## src/rtl/smb_slv_pkg.sv

```systemverilog
package smb_slv_pkg;
  typedef enum logic [3:0] {
    S_IDLE,
    S_ADDR,
    S_AWAIT,
    S_AACK,
    S_TXBIT,
    S_TXACK,
    S_TWAIT,
    S_RXFB,
    S_QUIET
  } smb_state_e;
endpackage

```

## src/rtl/smb_line_sync.sv

```systemverilog
module smb_line_sync #(
  parameter int STAGES = 2
) (
  input  logic clk,
  input  logic rst_n,
  input  logic d,
  output logic q
);
  logic [STAGES-1:0] pipe;

  always_ff @(posedge clk or negedge rst_n) begin
    if (!rst_n) pipe <= '1;
    else        pipe <= {pipe[STAGES-2:0], d};
  end

  assign q = pipe[STAGES-1];
endmodule

```

## src/rtl/smb_bus_events.sv

```systemverilog
module smb_bus_events (
  input  logic clk,
  input  logic rst_n,
  input  logic scl_s,
  input  logic sda_s,
  output logic scl_rise,
  output logic scl_fall,
  output logic start_det,
  output logic stop_det
);
  logic scl_q, sda_q;

  always_ff @(posedge clk or negedge rst_n) begin
    if (!rst_n) begin
      scl_q <= 1'b1;
      sda_q <= 1'b1;
    end else begin
      scl_q <= scl_s;
      sda_q <= sda_s;
    end
  end

  assign scl_rise  = scl_s & ~scl_q;
  assign scl_fall  = ~scl_s & scl_q;
  // SDA edges only count as conditions while SCL is high in both samples
  assign start_det = scl_s & scl_q & sda_q & ~sda_s;
  assign stop_det  = scl_s & scl_q & ~sda_q & sda_s;
endmodule

```

## src/rtl/smb_slv_fsm.sv

```systemverilog
module smb_slv_fsm
  import smb_slv_pkg::*;
#(
  parameter int ADDR_W = 7,
  parameter int DATA_W = 8
) (
  input  logic              clk,
  input  logic              rst_n,
  input  logic              scl_rise,
  input  logic              scl_fall,
  input  logic              start_det,
  input  logic              stop_det,
  input  logic              sda_s,
  input  logic              inhibit,
  input  logic [ADDR_W-1:0] own_addr,
  input  logic              ack_sel,
  input  logic              si_clear,
  input  logic [DATA_W-1:0] tx_data,
  input  logic              tx_valid,
  output logic              tx_ready,
  output logic              si,
  output logic              ack_req,
  output logic              wr_err,
  output logic              master_nack,
  output logic              tx_mode,
  output logic              rx_fb,
  output logic              scl_oe,
  output logic              sda_oe,
  output logic              quiet
);
  localparam int FRAME = ADDR_W + 1;
  localparam int SH_W  = (FRAME > DATA_W) ? FRAME : DATA_W;
  localparam int CNT_W = $clog2(SH_W + 1);

  smb_state_e        state;
  logic [SH_W-1:0]   shreg;
  logic [DATA_W-1:0] dreg;
  logic              dfull;
  logic [CNT_W-1:0]  cnt;
  logic              tail;
  logic              take;
  logic              hit;

  assign take = tx_valid & si;
  assign hit  = (shreg[FRAME-1:1] == own_addr) & shreg[0] & ~inhibit;

  always_ff @(posedge clk or negedge rst_n) begin
    if (!rst_n) begin
      state       <= S_IDLE;
      shreg       <= '0;
      dreg        <= '0;
      dfull       <= 1'b0;
      cnt         <= '0;
      si          <= 1'b0;
      ack_req     <= 1'b0;
      wr_err      <= 1'b0;
      master_nack <= 1'b0;
      tail        <= 1'b0;
    end else begin
      tail <= 1'b0;
      if (start_det) begin
        state       <= S_ADDR;
        cnt         <= '0;
        si          <= 1'b0;
        ack_req     <= 1'b0;
        wr_err      <= 1'b0;
        master_nack <= 1'b0;
        dfull       <= 1'b0;
      end else if (stop_det) begin
        state   <= S_IDLE;
        si      <= 1'b0;
        ack_req <= 1'b0;
        dfull   <= 1'b0;
      end else begin
        case (state)
          S_ADDR: begin
            if (scl_rise && cnt != CNT_W'(FRAME)) begin
              shreg <= {shreg[SH_W-2:0], sda_s};
              cnt   <= cnt + CNT_W'(1);
            end else if (scl_fall && cnt == CNT_W'(FRAME)) begin
              if (hit) begin
                state   <= S_AWAIT;
                si      <= 1'b1;
                ack_req <= 1'b1;
              end else begin
                state <= S_QUIET;
              end
            end
          end
          S_AWAIT: begin
            if (take) begin
              dreg  <= tx_data;
              dfull <= 1'b1;
            end
            if (si_clear) begin
              si      <= 1'b0;
              ack_req <= 1'b0;
              tail    <= 1'b1;
              state   <= ack_sel ? S_AACK : S_QUIET;
            end
          end
          S_AACK: begin
            if (scl_fall) begin
              if (dfull) begin
                shreg <= SH_W'(dreg);
                dfull <= 1'b0;
                cnt   <= '0;
                state <= S_TXBIT;
              end else begin
                state <= S_RXFB;
              end
            end
          end
          S_TXBIT: begin
            if (scl_fall) begin
              shreg <= shreg << 1;
              cnt   <= cnt + CNT_W'(1);
              if (cnt == CNT_W'(DATA_W - 1)) state <= S_TXACK;
            end
          end
          S_TXACK: begin
            if (scl_rise) master_nack <= sda_s;
            if (scl_fall) begin
              si    <= 1'b1;
              state <= S_TWAIT;
            end
          end
          S_TWAIT: begin
            if (take) begin
              if (master_nack) begin
                wr_err <= 1'b1;
              end else begin
                dreg  <= tx_data;
                dfull <= 1'b1;
              end
            end
            if (si_clear) begin
              si   <= 1'b0;
              tail <= 1'b1;
              if (master_nack) begin
                state <= S_QUIET;
              end else if (take || dfull) begin
                shreg <= take ? SH_W'(tx_data) : SH_W'(dreg);
                dfull <= 1'b0;
                cnt   <= '0;
                state <= S_TXBIT;
              end else begin
                state <= S_RXFB;
              end
            end
          end
          S_IDLE, S_RXFB, S_QUIET: ;
          default: state <= S_IDLE;
        endcase
      end
    end
  end

  assign tx_ready = si;
  assign scl_oe   = si | tail;
  assign sda_oe   = (state == S_AACK) | ((state == S_TXBIT) & ~shreg[DATA_W-1]);
  assign tx_mode  = (state == S_TXBIT) | (state == S_TXACK) | (state == S_TWAIT);
  assign rx_fb    = (state == S_RXFB);
  assign quiet    = (state == S_QUIET);
endmodule

```

## src/rtl/smb_slave_tx.sv

```systemverilog
module smb_slave_tx #(
  parameter int ADDR_W      = 7,
  parameter int DATA_W      = 8,
  parameter int SYNC_STAGES = 2
) (
  input  logic              clk,
  input  logic              rst_n,
  input  logic              scl_i,
  input  logic              sda_i,
  output logic              scl_oe,
  output logic              sda_oe,
  input  logic [ADDR_W-1:0] own_addr,
  input  logic              inhibit,
  input  logic              ack_sel,
  input  logic              si_clear,
  input  logic [DATA_W-1:0] tx_data,
  input  logic              tx_valid,
  output logic              tx_ready,
  output logic              si,
  output logic              ack_req,
  output logic              master_nack,
  output logic              wr_err,
  output logic              tx_mode,
  output logic              rx_fb
);
  localparam int LINES = 2;

  logic [LINES-1:0] raw_lines, sync_lines;
  logic scl_rise, scl_fall, start_det, stop_det, quiet;

  assign raw_lines = {sda_i, scl_i};

  for (genvar g = 0; g < LINES; g++) begin : g_sync
    smb_line_sync #(.STAGES(SYNC_STAGES)) u_sync (
      .clk   (clk),
      .rst_n (rst_n),
      .d     (raw_lines[g]),
      .q     (sync_lines[g])
    );
  end

  smb_bus_events u_events (
    .clk       (clk),
    .rst_n     (rst_n),
    .scl_s     (sync_lines[0]),
    .sda_s     (sync_lines[1]),
    .scl_rise  (scl_rise),
    .scl_fall  (scl_fall),
    .start_det (start_det),
    .stop_det  (stop_det)
  );

  smb_slv_fsm #(.ADDR_W(ADDR_W), .DATA_W(DATA_W)) u_fsm (
    .clk         (clk),
    .rst_n       (rst_n),
    .scl_rise    (scl_rise),
    .scl_fall    (scl_fall),
    .start_det   (start_det),
    .stop_det    (stop_det),
    .sda_s       (sync_lines[1]),
    .inhibit     (inhibit),
    .own_addr    (own_addr),
    .ack_sel     (ack_sel),
    .si_clear    (si_clear),
    .tx_data     (tx_data),
    .tx_valid    (tx_valid),
    .tx_ready    (tx_ready),
    .si          (si),
    .ack_req     (ack_req),
    .wr_err      (wr_err),
    .master_nack (master_nack),
    .tx_mode     (tx_mode),
    .rx_fb       (rx_fb),
    .scl_oe      (scl_oe),
    .sda_oe      (sda_oe),
    .quiet       (quiet)
  );
endmodule

```

## config.mk

```make
export PLATFORM = sky130hd
export DESIGN_NAME = smb_slave_tx
export DESIGN_NICKNAME = d
export VERILOG_FILES = /design/src/rtl/smb_slv_pkg.sv /design/src/rtl/smb_line_sync.sv /design/src/rtl/smb_bus_events.sv /design/src/rtl/smb_slv_fsm.sv /design/src/rtl/smb_slave_tx.sv
export SDC_FILE = /design/constraint.sdc
export NUM_CORES = 1
export LEC_CHECK = 0
export CORE_MARGIN = 8
export CORE_UTILIZATION = 42
export CTS_BUF_LIST = sky130_fd_sc_hd__clkbuf_8
export CTS_CLUSTER_SIZE = 28
export DETAILED_ROUTE_END_ITERATION = 8
export MAX_ROUTING_LAYER = met4
export PLACE_DENSITY = 0.64
export SLEW_MARGIN = 20
export SYNTH_ARGS = -nofsm -noshare
export SYNTH_HDL_FRONTEND = slang
export SYNTH_SLANG_ARGS = --single-unit
```

## constraint.sdc

```tcl
create_clock -name clk -period 2.2 [get_ports clk]
set_input_delay 0.44 -clock clk [delete_from_list [all_inputs] [get_ports clk]]
set_output_delay 0.44 -clock clk [all_outputs]
set_load 0.005 [all_outputs]
```

==> results of run 1 <==
-- cell type report --
type | count | area, um^2 | area share
multi-input combinational | 161 | 1130 | 0.4013
sequential | 36 | 912.1 | 0.3240
timing repair buffer | 63 | 563.0 | 0.2000
clock buffer | 7 | 96.34 | 0.03422
tap | 70 | 87.58 | 0.03111
inverter | 6 | 22.52 | 0.008000
clock inverter | 1 | 3.754 | 0.001333
-- where the power goes --
group          internal (mW)  leakage, nW  switching, mW
clock network          0.281       0.0557          0.234
logic                  0.386        0.711          0.335
registers              0.777        0.441          0.135
total                   1.44         1.21          0.704
-- worst reg2reg max path, delay by kind of cell, from the launching register on --
| family | cells | cell delay (ns) |
|---|---|---|
| DFF | 1 | 0.47 |
| AOI/OAI and AO/OA | 3 | 0.43 |
| buffers and inverters | 3 | 0.49 |
| and+or+nand+nor | 2 | 0.52 |
-- state kept, by name, indices dropped and copies added, names as in the netlist, 4 cells and up --
register and flops:
u_fsm.state 4, u_fsm.shreg 8, u_fsm.cnt 4, u_fsm.dreg 8
g_sync.u_sync.pipe 4
-- worst max-delay path by stage --
stage	from	endpoint	slack, ns	cells after the start
3_3_place_gp	tx_valid	u_fsm.shreg[2]	-0.05	5
3_5_place_dp	tx_valid	u_fsm.shreg[1]	-0.11	5
2_1_floorplan	u_fsm.cnt[0]	u_fsm.state[1]	0.38	7
4_1_cts	u_fsm.state[0]	sda_oe	-0.009	4
5_1_grt	u_fsm.state[0]	sda_oe	-0.005	4
6_report	u_fsm.state[0]	sda_oe	0.05	4
-- cells in the mapped netlist, types with 2 or more instances --
cell type and instances:
nor4_1 3, nor2_1 14, ha_1 2, buf_4 3
nand2_1 14, nand3_1 3, o2bb2ai_1 3, dfstp_2 6
nand3b_1 5, inv_1 6, a221oi_1 2, xor2_1 2
nand2b_1 8, o32ai_1 2, a22oi_1 2, a21oi_2 2
o31ai_1 2, a21oi_1 7, or2_2 3, mux2_2 9
xnor2_1 5, nor3_1 5, a222oi_1 7, a31oi_1 18
buf_2 4, clkbuf_1 7, o211ai_1 2, o21ai_0 7
nand4_1 2, dfrtp_1 30, nor2b_1 4, and3_1 2
o21a_1 2, buf_6 2
-- cell families after synthesis --
| kind of cell | Yosys count | synth area share |
|---|---|---|
| AO/OA/AOI/OAI | 69 | 0.2323 |
| XOR/XNOR | 7 | 0.02839 |
| adder cells (fa/ha/maj) | 2 | 0.01159 |
| buffers and inverters | 23 | 0.05967 |
| flip-flops | 36 | 0.4206 |
| multiplexers | 9 | 0.04693 |
| AND/OR/NAND/NOR | 74 | 0.2005 |
-- layer usage --
layer	part of all wire	wire (um)	vias up	GRT usage
li1	-	-	938	-
met1	0.45	2486	937	0.1865
met2	0.48	2636	84	0.2449
met3	0.060	329	11	0.03096
met4	0.012	65	0	0.05000
met5	0	0	-	-
-- repair_timing --
item                                    4_1_cts  5_1_grt
endpoints found under the setup margin        3       10
gates resized for setup                       3        2
endpoints found under the hold margin         0        0
buffers inserted                              0        9
==> impl_metrics.tcl, run 1 <==
set metrics [dict create \
    drive_above_1_share 0.2664 \
    synth_top_area_frac 0.3476 \
    areaGrowthSynthToFinish_pct 30.36 \
    period_needed_ns 2.149 \
    worst_setup_path_end_kind "output port" \
    hpwl_mm 4.042 \
    ios 32 \
    hold_viol 0 \
    numCtsBuffers 5 \
    final_net_count 298 \
    syn-cell-area_mm2 0.002160 \
    die_h_um 87.71 \
    synth_nets 245 \
    tns_ns 0 \
    ys_seq_area_frac 0.4206 \
    wl_mm 5.518 \
    ys_ff_latch 36 \
    worst_slack_ns 0.05078 \
    stdcell_area_mm2 0.002815 \
    path_class "flop to output port" \
    max_slew_margin 0.5911 \
    clockRootBuffer "clkbuf_8" \
    fin_total_pwr_mw 2.148 \
    port_buffers 31 \
    cts_sinks 36 \
    placed_area_mm2 0.002636 \
    clk_pin_slew_ns 0.07 \
    cp_slowest_stage_delay_ns 0.52 \
    cp_num_buf_inv 1 \
    final_cell_mix "clkdlybuf4s50_1 (31), buf_4 (31), dfrtp_1 (27)" \
    h-tree-depth 2 \
    leakage_nw 1.208 \
    num_antenna_cells 0 \
    via_per_inst 5.727 \
    pre_cts_ws_ns -0.1110 \
    placed_cells 327 \
    antenna_found_initial 0 \
    die_x_um 87.71 \
    grt_pass1_wl_mm 8.970 \
    ys_types 59 \
    cp.arrival_ns 1.71 \
    start_util 0.4283 \
    setup_viol 0 \
    ir_drop_v 0.0003082 \
    gp_congestion 0.8977 \
    grt_usage 0.1526 \
    status "finished clean" \
    worstHoldStart "g_sync[0].u_sync.pipe[0]" \
    synth_flop_cell "dfrtp_1" \
    utilization 0.5583 \
    overflow 0 \
    critPathMaxFanout 9 \
    synth_largest_area_cell "dfrtp_1" \
    clock_skew_ns 0.005188 \
    hold_depth 0 \
    max_freq_mhz 465.3 \
    ff2ff_setup_slack_ns 0.15 \
    min_to "g_sync[0].u_sync.pipe[1]" \
    r2r_start "u_fsm.state[2]" \
    syn-mean-instance-area_um2 9.816 \
    postCtsHoldBufs 0 \
    drt_pre_antenna_iters 5 \
    yosys-top-cells-area "dfrtp_1 (35%), dfstp_2 (7.3%), a31oi_1 (5.2%), mux2_2 (4.7%), a222oi_1 (3.2%)" \
    syn_inst 220 \
    yosys_warnings 0 \
    grt_max_degree 37 \
    r2r_end "u_fsm.shreg[7]" \
    drv_slew 0 \
    ant_nets 0 \
    powerDensity_mw_per_mm2 762.9 \
    cp-start-kind "flop" \
    fillers 466 \
    vias 1970 \
    drcViolationCount 0 \
    worstPathCellList "and2b_1 > a22oi_1 > nor2_1 > clkdlybuf4s50_1" \
    grt_pass1_vias 1890 \
    worstPathRequired_ns 1.76 \
    worst_pin_slew_ns 0.6100 \
    coreArea_mm2 0.005042 \
    cp_slowest_cell "clkdlybuf4s50_1" \
    synth_edf_count 0 \
    rows 26 \
    finalCritPeriodShare 0.9769 \
    die-area_mm2 0.007692 \
    reg2reg_depth 8 \
    async_reset_ff_frac 1.000 \
    drt-initial-drc-count 121 \
    hold_class "flop to flop" \
    holdWs_ns 0.3520 \
    avgRoutedWirePerCell_um 16.04 \
    clk_latency_ns 0.28 \
    cts_tree "built" \
    max_cap_viol_count 0 \
    cts_buffer_depth 2 \
    crit_family "buffers and inverters" \
    final_cell_count_no_fill 344 \
]
(Power assumes the default switching activity.)
==> inputs of run 2 (changes only) <==
--- a/config.mk
+++ b/config.mk
@@ -5,9 +5,12 @@
 export SDC_FILE = /design/constraint.sdc
 export NUM_CORES = 1
 export LEC_CHECK = 0
+export ABC_CLOCK_PERIOD_IN_PS = 2200
+export CAP_MARGIN = 10
 export CORE_MARGIN = 8
 export CORE_UTILIZATION = 42
 export CTS_BUF_LIST = sky130_fd_sc_hd__clkbuf_8
+export CTS_CLUSTER_DIAMETER = 200
 export CTS_CLUSTER_SIZE = 28
 export DETAILED_ROUTE_END_ITERATION = 8
 export MAX_ROUTING_LAYER = met4
==> results of run 2 <==
Final layout, timing and power as in run 1 (identical DEF).
==> inputs of run 3 (changes only) <==
--- a/config.mk
+++ b/config.mk
@@ -11,11 +11,9 @@
 export CORE_UTILIZATION = 42
 export CTS_BUF_LIST = sky130_fd_sc_hd__clkbuf_8
 export CTS_CLUSTER_DIAMETER = 200
-export CTS_CLUSTER_SIZE = 28
 export DETAILED_ROUTE_END_ITERATION = 8
 export MAX_ROUTING_LAYER = met4
 export PLACE_DENSITY = 0.64
-export SLEW_MARGIN = 20
 export SYNTH_ARGS = -nofsm -noshare
 export SYNTH_HDL_FRONTEND = slang
 export SYNTH_SLANG_ARGS = --single-unit
==> results of run 3 <==
Final layout, timing and power as in run 1 (identical DEF).
